### config.mk
export PLATFORM = sky130hd
export DESIGN_NAME = tdm_ser
export DESIGN_NICKNAME = d
export VERILOG_FILES = /design/src/rtl/tdm_ser_pkg.sv /design/src/rtl/tdm_ser_cfg.sv /design/src/rtl/tdm_ser_timer.sv /design/src/rtl/tdm_ser_lanes.sv /design/src/rtl/tdm_ser.sv
export SDC_FILE = /design/constraint.sdc
export NUM_CORES = 1
export LEC_CHECK = 0
export BUFFER_PORTS_ARGS = -buffer_cell sky130_fd_sc_hd__clkbuf_2
export CORE_MARGIN = 1
export CORE_UTILIZATION = 45
export DETAILED_ROUTE_END_ITERATION = 8
export GPL_ROUTABILITY_DRIVEN = 0
export HOLD_SLACK_MARGIN = 0.02
export PLACE_DENSITY = 0.65
export SLEW_MARGIN = 20
export SYNTH_ARGS = -nofsm -noshare
export SYNTH_HDL_FRONTEND = slang
export SYNTH_SLANG_ARGS = --single-unit
### constraint.sdc
create_clock -name clk -period 19.3 [get_ports clk]
set_input_delay 1.93 -clock clk [delete_from_list [all_inputs] [get_ports clk]]
set_output_delay 1.93 -clock clk [all_outputs]
set_load 0.02 [all_outputs]
### src/rtl/tdm_ser_pkg.sv
package tdm_ser_pkg;
  typedef enum logic [1:0] {
    FMT_I2S   = 2'd0,
    FMT_DSP_A = 2'd1,
    FMT_DSP_B = 2'd2,
    FMT_RSVD  = 2'd3
  } fmt_e;

  typedef struct packed {
    fmt_e       fmt;
    logic       w32;
    logic [3:0] nch;
    logic       bck_inv;
    logic       fck_inv;
  } cfg_t;
endpackage

### src/rtl/tdm_ser_cfg.sv
module tdm_ser_cfg
  import tdm_ser_pkg::*;
#(
  parameter int MAXCH = 8,
  parameter int CW    = 32,
  parameter int PW    = 8
) (
  input  logic          clk,
  input  logic          rst_n,
  input  logic          start,
  input  cfg_t          cfg_in,
  output cfg_t          cfg_d,
  output logic          is_i2s,
  output logic [PW-1:0] slot_last,
  output logic [PW-1:0] frame_last
);
  localparam int SH_W = $clog2(CW);

  cfg_t       cfg_q;
  cfg_t       cfg_s;
  logic [PW:0] slots;
  logic [PW:0] fbits;

  // clamp the channel count before capture
  always_comb begin
    cfg_s = cfg_in;
    if (cfg_in.nch < 4'd2)              cfg_s.nch = 4'd2;
    else if (cfg_in.nch > 4'(MAXCH))    cfg_s.nch = 4'(MAXCH);
  end

  // the capture edge already uses the new settings
  assign cfg_d = start ? cfg_s : cfg_q;

  always_comb begin
    is_i2s = !((cfg_d.fmt == FMT_DSP_A) || (cfg_d.fmt == FMT_DSP_B));
    if (is_i2s || cfg_d.nch <= 4'd2) slots = (PW+1)'(2);
    else if (cfg_d.nch <= 4'd4)      slots = (PW+1)'(4);
    else                             slots = (PW+1)'(8);
    fbits      = cfg_d.w32 ? (slots << SH_W) : (slots << (SH_W - 1));
    frame_last = PW'(fbits - 1'b1);
    slot_last  = cfg_d.w32 ? PW'(CW - 1) : PW'(CW/2 - 1);
  end

  always_ff @(posedge clk or negedge rst_n) begin
    if (!rst_n)     cfg_q <= '0;
    else if (start) cfg_q <= cfg_s;
  end
endmodule

### src/rtl/tdm_ser_timer.sv
module tdm_ser_timer #(
  parameter int PW = 8
) (
  input  logic          clk,
  input  logic          rst_n,
  input  logic          en,
  input  logic [PW-1:0] frame_last,
  output logic          run_q,
  output logic          start,
  output logic          adv,
  output logic          wrap,
  output logic          ph_n,
  output logic [PW-1:0] pos_n
);
  logic          ph_q;
  logic [PW-1:0] pos_q;

  always_comb begin
    start = en & ~run_q;
    adv   = en & run_q & ph_q;
    wrap  = adv & (pos_q == frame_last);
    ph_n  = en & run_q & ~ph_q;
    if (start)     pos_n = frame_last;
    else if (wrap) pos_n = '0;
    else if (adv)  pos_n = pos_q + 1'b1;
    else           pos_n = pos_q;
  end

  always_ff @(posedge clk or negedge rst_n) begin
    if (!rst_n) begin
      run_q <= 1'b0;
      ph_q  <= 1'b0;
      pos_q <= '0;
    end else begin
      run_q <= en;
      ph_q  <= ph_n;
      pos_q <= pos_n;
    end
  end
endmodule

### src/rtl/tdm_ser_lanes.sv
module tdm_ser_lanes #(
  parameter int NLANE = 4,
  parameter int MAXCH = 8,
  parameter int CW    = 32,
  parameter int PW    = 8
) (
  input  logic                  is_i2s,
  input  logic                  dsp_late,
  input  logic                  w32,
  input  logic [3:0]            nch,
  input  logic                  fck_inv,
  input  logic [PW-1:0]         slot_last,
  input  logic [PW-1:0]         frame_last,
  input  logic [PW-1:0]         pos,
  input  logic [MAXCH*CW-1:0]   words,
  output logic [NLANE-1:0]      sd,
  output logic                  fsync
);
  localparam int SH_W = $clog2(CW);
  localparam int CHW  = $clog2(MAXCH);

  logic [CW-1:0]   wa [MAXCH];
  logic [PW-1:0]   slot;
  logic [SH_W-1:0] bidx;
  logic            fs_raw;

  always_comb begin
    for (int c = 0; c < MAXCH; c++) wa[c] = words[c*CW +: CW];
    slot = w32 ? (pos >> SH_W) : (pos >> (SH_W - 1));
    bidx = SH_W'(slot_last - (pos & slot_last));
  end

  for (genvar l = 0; l < NLANE; l++) begin : g_lane
    logic [PW-1:0] ch;
    logic          hit;
    always_comb begin
      ch    = is_i2s ? (PW'(2*l) + slot) : slot;
      hit   = (is_i2s || (l == 0)) && (ch < PW'(nch));
      sd[l] = hit ? wa[ch[CHW-1:0]][bidx] : 1'b0;
    end
  end

  always_comb begin
    if (is_i2s)        fs_raw = (pos >= slot_last) && (pos <= (slot_last << 1));
    else if (dsp_late) fs_raw = (pos == frame_last);
    else               fs_raw = (pos == '0);
    fsync = fs_raw ^ fck_inv;
  end
endmodule

### src/rtl/tdm_ser.sv
module tdm_ser
  import tdm_ser_pkg::*;
#(
  parameter int NLANE = 4,
  parameter int MAXCH = 8,
  parameter int CW    = 32
) (
  input  logic                  clk,
  input  logic                  rst_n,
  input  logic                  en,
  input  logic [1:0]            fmt_sel,
  input  logic                  w32_sel,
  input  logic [3:0]            nch_sel,
  input  logic                  bck_inv_sel,
  input  logic                  fck_inv_sel,
  input  logic [MAXCH*CW-1:0]   smp_data,
  input  logic                  smp_valid,
  output logic                  smp_ready,
  output logic                  bclk_o,
  output logic                  fclk_o,
  output logic [NLANE-1:0]      sd_o,
  output logic                  uflow_o
);
  localparam int PW = $clog2(MAXCH*CW);

  cfg_t                cfg_in;
  cfg_t                cfg_d;
  logic                is_i2s;
  logic [PW-1:0]       slot_last;
  logic [PW-1:0]       frame_last;
  logic                run_q, start, adv, wrap, ph_n;
  logic [PW-1:0]       pos_n;
  logic [MAXCH*CW-1:0] words_q, words_n;
  logic [NLANE-1:0]    lane_sd, sd_n;
  logic                lane_fs, fclk_n, bclk_n, uflow_n;
  logic                load_out, words_en;
  logic                binv_cur, dsp_cur;

  always_comb begin
    cfg_in.fmt     = fmt_e'(fmt_sel);
    cfg_in.w32     = w32_sel;
    cfg_in.nch     = nch_sel;
    cfg_in.bck_inv = bck_inv_sel;
    cfg_in.fck_inv = fck_inv_sel;
  end

  tdm_ser_cfg #(.MAXCH(MAXCH), .CW(CW), .PW(PW)) u_cfg (
    .clk(clk), .rst_n(rst_n), .start(start), .cfg_in(cfg_in),
    .cfg_d(cfg_d), .is_i2s(is_i2s), .slot_last(slot_last), .frame_last(frame_last)
  );

  tdm_ser_timer #(.PW(PW)) u_tmr (
    .clk(clk), .rst_n(rst_n), .en(en), .frame_last(frame_last),
    .run_q(run_q), .start(start), .adv(adv), .wrap(wrap), .ph_n(ph_n), .pos_n(pos_n)
  );

  tdm_ser_lanes #(.NLANE(NLANE), .MAXCH(MAXCH), .CW(CW), .PW(PW)) u_lanes (
    .is_i2s(is_i2s), .dsp_late(cfg_d.fmt == FMT_DSP_B), .w32(cfg_d.w32),
    .nch(cfg_d.nch), .fck_inv(cfg_d.fck_inv), .slot_last(slot_last),
    .frame_last(frame_last), .pos(pos_n), .words(words_n),
    .sd(lane_sd), .fsync(lane_fs)
  );

  assign smp_ready = wrap;
  assign binv_cur  = cfg_d.bck_inv;
  assign dsp_cur   = ~is_i2s;

  // next-state logic
  always_comb begin
    words_en = start | wrap;
    if (start)          words_n = '0;
    else if (wrap)      words_n = smp_valid ? smp_data : '0;
    else                words_n = words_q;
    load_out = start | adv;
    if (!en)            sd_n = '0;
    else if (load_out)  sd_n = lane_sd;
    else                sd_n = sd_o;
    if (!en)            fclk_n = cfg_d.fck_inv;
    else if (load_out)  fclk_n = lane_fs;
    else                fclk_n = fclk_o;
    bclk_n = ph_n ^ cfg_d.bck_inv;
    if (!en)                     uflow_n = 1'b0;
    else if (wrap && !smp_valid) uflow_n = 1'b1;
    else                         uflow_n = uflow_o;
  end

  // registers
  always_ff @(posedge clk or negedge rst_n) begin
    if (!rst_n) begin
      words_q <= '0;
      sd_o    <= '0;
      fclk_o  <= 1'b0;
      bclk_o  <= 1'b0;
      uflow_o <= 1'b0;
    end else begin
      if (words_en) words_q <= words_n;
      sd_o    <= sd_n;
      fclk_o  <= fclk_n;
      bclk_o  <= bclk_n;
      uflow_o <= uflow_n;
    end
  end
endmodule

# Word-level counts from Yosys, hierarchy flattened
# Index checks and enable logic that the tools add are counted.
# totals
ff_bits	282
latchBits	0
mem_bits_rw	0
mem_bits_ro	0
in_bits	269
elab_cells	115
mem_count	0
# op_classes
addsub	6
multipliers	0
div_mod_pow	0
order_cmp	15
n_eq_ne	6
shifts	0
muxes	49
n_bitwise	16
n_reduce_logical	10
# ops
cell	n
$mux W256	3
$bmux W32 S3	4
$mux W32	8
$mux W8	7
$lt A8 B4 Y1	4
$mux W4	7
$bmux W1 S5	4
$add A3 B8 Y8 const A	2
$eq A8 B8 Y1	2
$ge A4 B4 Y1 const B	4
$not A3 Y4	4
$mux W1	14
$mux W9	1
$add A2 B8 Y8 const A	1
$add A8 B1 Y8 const B	1
$ge A8 B5 Y1	1
$le A8 B6 Y1	1
$logic_not A8 Y1	1
$sub A8 B1 Y8 const B	1
$lt A5 B6 Y1 const B	1
$and A1 B1 Y1	5
$and A5 B5 Y5	1
$logic_and A1 B1 Y1	5
$mux W5	1
other kinds (13)	19

# Logic depth before layout (Yosys ltp)
# logic_depth
word_depth	27
ltp_mapped	38

# Hierarchy
# From an unflattened synthesis, not the netlist that was laid out.
# unflattened
cells_unflattened	2522
area_unflattened_um2	22181.3
# by_module_without_submodules
module	instances	cells_per_inst	area_per_inst_um2	seq_area_each_um2
tdm_ser	1	1452	12914.9	6581.3
tdm_ser_lanes	1	938	7957.6	0.0
tdm_ser_cfg	1	68	668.1	225.2
tdm_ser_timer	1	64	640.6	250.2

# Least setup slack after synthesis
# Ideal clock, no wire load.
# synth_path
path_kind	input to output
start	input port en
end	output port smp_ready
t_arrival_ns	6.666
path_slack_ns	10.704
path_stages	22
cell_sequence	nand2b_4 > buf_6 > buf_2 > buf_1 > clkbuf_1 > buf_1 > mux2i_1 > ha_1 > o31ai_2 > and2_0 > clkbuf_1 > a21oi_1 > ha_1 > xnor2_1 > nor4_1 > nor2b_1 > nand3_1 > nand2_1 > nand2_1 > inv_2 > clkbuf_1 > clkbuf_1
# synth_via
elab_chain_cells	11
elab_cells_between_ends	17
# synth_lines
element	line_no	source
start, declared	tdm_ser.sv:10	input logic en,
branches (longest 10 deep; another with $sub A8 B1 Y8)	-	
$and A1 B1 Y1 *	tdm_ser_timer.sv:21	wrap = adv & (pos_q == frame_last);
end, declared	tdm_ser.sv:18	output logic smp_ready,
# Every way passes the cells marked *.

# Final worst setup path
# Same ends and word-level chain as after synthesis.

==> impl_summary.txt <==
----------------------------------------------------
[STA]
  Worst rel slew slack ... 27.00%
  Unrepaired setup endpoints after global routing ... no
  Tightest Pin Transition ... 1094 ps
  Final count of pins violating max slew ... 0
  Highest Clock Rate ... 99.36 MHz
  Post-route setup slack ... 9236 ps
  Min Hold Slack ... 472.4 ps
  Final hold vios ... 0
  Final setup fails ... 0
  Sum of negative setup slack ... 0 ps
  Worst clock skew on the final layout ... 25.89 ps
  Final critical-path share of the clock period ... 52.15%
  Final critical-path required period ... 10060 ps

[Cells and area]
  Number of inserted diodes ... 0
  Net count reported at finish ... 2503
  Fraction of layout instances using a drive strength above 1 ... 18.79%
  Area used by sequential logic in the layout ... 7057 µm²
  Fill cells ... 3776
  Design Area, Final ... 20970 µm²
  Area of combinational cells with multiple inputs ... 10340 µm²
  Final cell utilization of the core ... 52.42%
  Area growth from synthesis to final layout ... 14.25%

[GRT]
  Vias in the first global route ... 17610
  Initial antenna violation count ... 0
  Pin count of the biggest net entering global routing ... 89
  Global routing usage summed across all routing layers ... 34.06%
  Wire length of the first global-routing pass ... 108.4 mm
  Total congestion overflow after global routing ... 0

[Setup path]
  Element type at the critical path end ... output port
  Endpoint of the worst setup timing path ... smp_ready
  Worst setup path class ... input pin to output port
  Worst R2R Setup Slack ... 10410 ps
  Cells on worst reg2reg path ... 24
  Critical path launch point type ... input pin
  Worst setup path startpoint ... en
  Critical R2R Launch ... u_tmr.run_q$_DFF_PN0_
  Endpoint arrival time on the critical path ... 8130 ps
  Worst reg2reg endpoint ... sd_o[1]$_DFFE_PN0P_
  Data required, critical path ... 17370 ps
  Critical path peak fanout ... 74

[Synth]
  Ranking of synthesized cells by area ... sky130_fd_sc_hd__dfrtp_1 38%, sky130_fd_sc_hd__nand2_1 8.0%, sky130_fd_sc_hd__mux2i_1 7.6%
  Synthesized area divided by synthesized cell count ... 8.884 µm²
  Synth top area share ... 38.45%
  Number of warnings reported in the yosys synthesis log ... 0
  Most instantiated cells after synthesis ... 390 x sky130_fd_sc_hd__nand2_1, 282 x sky130_fd_sc_hd__dfrtp_1, 156 x sky130_fd_sc_hd__a22o_1
  Most frequent cell after synthesis ... sky130_fd_sc_hd__nand2_1
  Yosys cell types ... 87
  Gate count after technology mapping ... 2066
  Async S/R FF share, synth ... 100.0%
  Post-synth EDFFs ... 0
  Cell area after technology mapping ... 18360 µm²
  Portion of the post-synthesis area used by sequential elements ... 38.45%
  Flip-flop and latch count after synthesis ... 282
  Synthesized Nets ... 2353
  Synth area leader ... sky130_fd_sc_hd__dfrtp_1
  Most used flip-flop cell after synthesis ... sky130_fd_sc_hd__dfrtp_1

[Placement]
  Post-placement cell area ... 19810 µm²
  Worst slack, placed ... 9317 ps
  Count of input and output buffers ... 276
  HPWL after detailed placement ... 49.09 mm

[Power and ir drop]
  Pleak ... 0.01024 µW
  Worst voltage drop across the vdd grid ... 0.07958 mV
  Switching share of power ... 44.16%
  Part of the total power dissipated in the clock network ... 27.4%
  Sequential cell fraction of total power ... 25.5%
  Cell-internal power ... 1384 µW
  Net switching power ... 1095 µW
  Total power divided by cell area ... 118.2 nW/µm²
  Part of the power in combinational logic ... 47.1%

[CTS]
  Number of gates resized after CTS ... 0
  Setup repair bufs after CTS ... 0
  Number of H-tree levels ... 2
  Max Buffers Root-to-Sink ... 3
  Count of hold-fix buffers inserted at cts ... 0
  Clock-pin transition on the worst setup and hold timing paths ... 60 ps
  Master cell of the clock root buffer ... sky130_fd_sc_hd__clkbuf_16
  Number of sinks on the clock net ... 282
  Clock latency on the worst-skew pair ... 560 ps
  TritonCTS clock tree ... done
  Number of buffers inserted during clock tree synthesis ... 34

[Job]
  Maximum Capacitance Violations ... 0

[Floorplanning]
  Number of I/O pins ... 277
  Starting Density ... 45.88%
  Horizontal extent of the die ... 204.0 µm
  CORE AREA ... 40010 µm²
  Std cell rows ... 73
  Total die area ... 41600 µm²
  Die H ... 204.0 µm

[Hold path]
  Worst hold path startpoint ... words_q[16]$_DFFE_PN0P_
  Min-delay worst type ... flip-flop to flip-flop

[Detailed routing]
  Antenna violation net count after detailed routing ... 0
  Routed wire length per instance ... 26.04 µm
  First-iteration detailed-routing DRC count ... 2628
  Vias per cell ... 6.784
  Wire length after detailed routing ... 71.86 mm
  Drt drc ... 0
  Detailed-route via count ... 18720
  Router iterations before antenna repair ... 6

[Run status]
  Status ... finished, final reports clean

----------------------------------------------------
-- cell families (layout without fill, tap and decap cells) --
family | after synthesis | after routing | share of synthesized area, %
compound gates | 717 | 717 | 29.19
simple gates | 645 | 645 | 15.13
flops | 282 | 282 | 38.45
buf+inv | 226 | 395 | 5.651
mux | 162 | 162 | 9.250
fa+ha+maj | 18 | 18 | 1.227
xor+xnor | 16 | 16 | 1.111
-- routing by layer --
layer	vias up	global-route usage (%)	routed length, µm
li1	8062	-	-
met1	9205	47.83	29600
met2	1229	50.38	31340
met3	227	6.888	7546
met4	0	15.51	3370
met5	-	0	0
-- metrics by stage --
stage,std cells,total power [µW]
after floorplan,2066,1421
after global placement,2705,1741
after CTS,2760,2432
final,2760,2479
after detailed placement,2705,1755
after global routing,2760,2561
-- power by group through the flow --
| stage | clock, µW | sequential (µW) | combinational, µW |
|---|---|---|---|
| finish | 678 | 633 | 1170 |
| global route | 708 | 635 | 1220 |
| CTS | 684 | 631 | 1120 |
| detailed placement | 0 | 642 | 1110 |
| global placement | 0 | 642 | 1100 |
| floorplan | 0 | 636 | 785 |
-- placed cells by master, fill, tap and decap left out, types with 7 or more instances in the layout --
| cell type | instances |
|---|---|
| sky130_fd_sc_hd__a211o_1 | 8 |
| sky130_fd_sc_hd__a211oi_1 | 65 |
| sky130_fd_sc_hd__a21o_1 | 38 |
| sky130_fd_sc_hd__a21oi_1 | 98 |
| sky130_fd_sc_hd__a221oi_1 | 24 |
| sky130_fd_sc_hd__a22o_1 | 156 |
| sky130_fd_sc_hd__a22oi_1 | 22 |
| sky130_fd_sc_hd__a311oi_1 | 22 |
| sky130_fd_sc_hd__a31oi_1 | 29 |
| sky130_fd_sc_hd__and3_1 | 22 |
| sky130_fd_sc_hd__buf_4 | 33 |
| sky130_fd_sc_hd__clkbuf_16 | 37 |
| sky130_fd_sc_hd__clkbuf_2 | 275 |
| sky130_fd_sc_hd__clkbuf_8 | 8 |
| sky130_fd_sc_hd__dfrtp_1 | 282 |
| sky130_fd_sc_hd__ha_1 | 18 |
| sky130_fd_sc_hd__inv_1 | 22 |
| sky130_fd_sc_hd__inv_2 | 7 |
| sky130_fd_sc_hd__mux2_2 | 17 |
| sky130_fd_sc_hd__mux2i_1 | 138 |
| sky130_fd_sc_hd__nand2_1 | 389 |
| sky130_fd_sc_hd__nand3_1 | 49 |
| sky130_fd_sc_hd__nand4_1 | 15 |
| sky130_fd_sc_hd__nor2_1 | 75 |
| sky130_fd_sc_hd__nor3_1 | 49 |
| sky130_fd_sc_hd__o2111ai_1 | 7 |
| sky130_fd_sc_hd__o211ai_1 | 23 |
| sky130_fd_sc_hd__o21ai_0 | 76 |
| sky130_fd_sc_hd__o221ai_1 | 14 |
| sky130_fd_sc_hd__o22ai_1 | 22 |
| sky130_fd_sc_hd__o2bb2ai_1 | 12 |
| sky130_fd_sc_hd__o311ai_0 | 11 |
-- worst min path at each step --
stage / depth (start not counted) / to / slack [ps]
floorplan: 2 / words_q[16]$_DFFE_PN0P_ / 440
global placement: 2 / words_q[16]$_DFFE_PN0P_ / 450
finish: 2 / words_q[16]$_DFFE_PN0P_ / 470
global route: 1 / words_q[144]$_DFFE_PN0P_ / 480
detailed placement: 2 / words_q[16]$_DFFE_PN0P_ / 460
CTS: 2 / words_q[16]$_DFFE_PN0P_ / 470
-- sequential cells by signal, indices dropped and copies added, names as in the netlist --
register,flops
u_tmr.pos_q,8
fclk_o,1
sd_o,4
u_tmr.ph_q,1
words_q,256
uflow_o,1
u_tmr.run_q,1
bclk_o,1
u_cfg.cfg_q,9
-- critical path: stages --
cell                       delay [ps]
sky130_fd_sc_hd__clkbuf_2         190
sky130_fd_sc_hd__nand2b_4         280
sky130_fd_sc_hd__buf_4            760
sky130_fd_sc_hd__nand4b_1         240
sky130_fd_sc_hd__o31ai_2          180
sky130_fd_sc_hd__and2_0           360
sky130_fd_sc_hd__a21oi_1          130
sky130_fd_sc_hd__ha_1             430
sky130_fd_sc_hd__xnor2_1          160
sky130_fd_sc_hd__nor4_1           280
sky130_fd_sc_hd__nor2b_1          230
sky130_fd_sc_hd__nand3_1          130
sky130_fd_sc_hd__nand2_2          120
sky130_fd_sc_hd__buf_4            620
sky130_fd_sc_hd__nand2_1          600
sky130_fd_sc_hd__inv_2            690
sky130_fd_sc_hd__buf_4            460
sky130_fd_sc_hd__clkbuf_2         250
-- layout make-up --
| class | instances | share of cell area [%] |
|---|---|---|
| Multi-Input combinational cell | 1558 | 49.31 |
| Sequential cell | 282 | 33.65 |
| Timing Repair Buffer | 309 | 7.816 |
| Clock buffer | 49 | 5.012 |
| Tap cell | 525 | 3.132 |
| Inverter | 31 | 0.5668 |
| Clock inverter | 6 | 0.5131 |
Note: power is estimated with default switching activity, not from simulation.
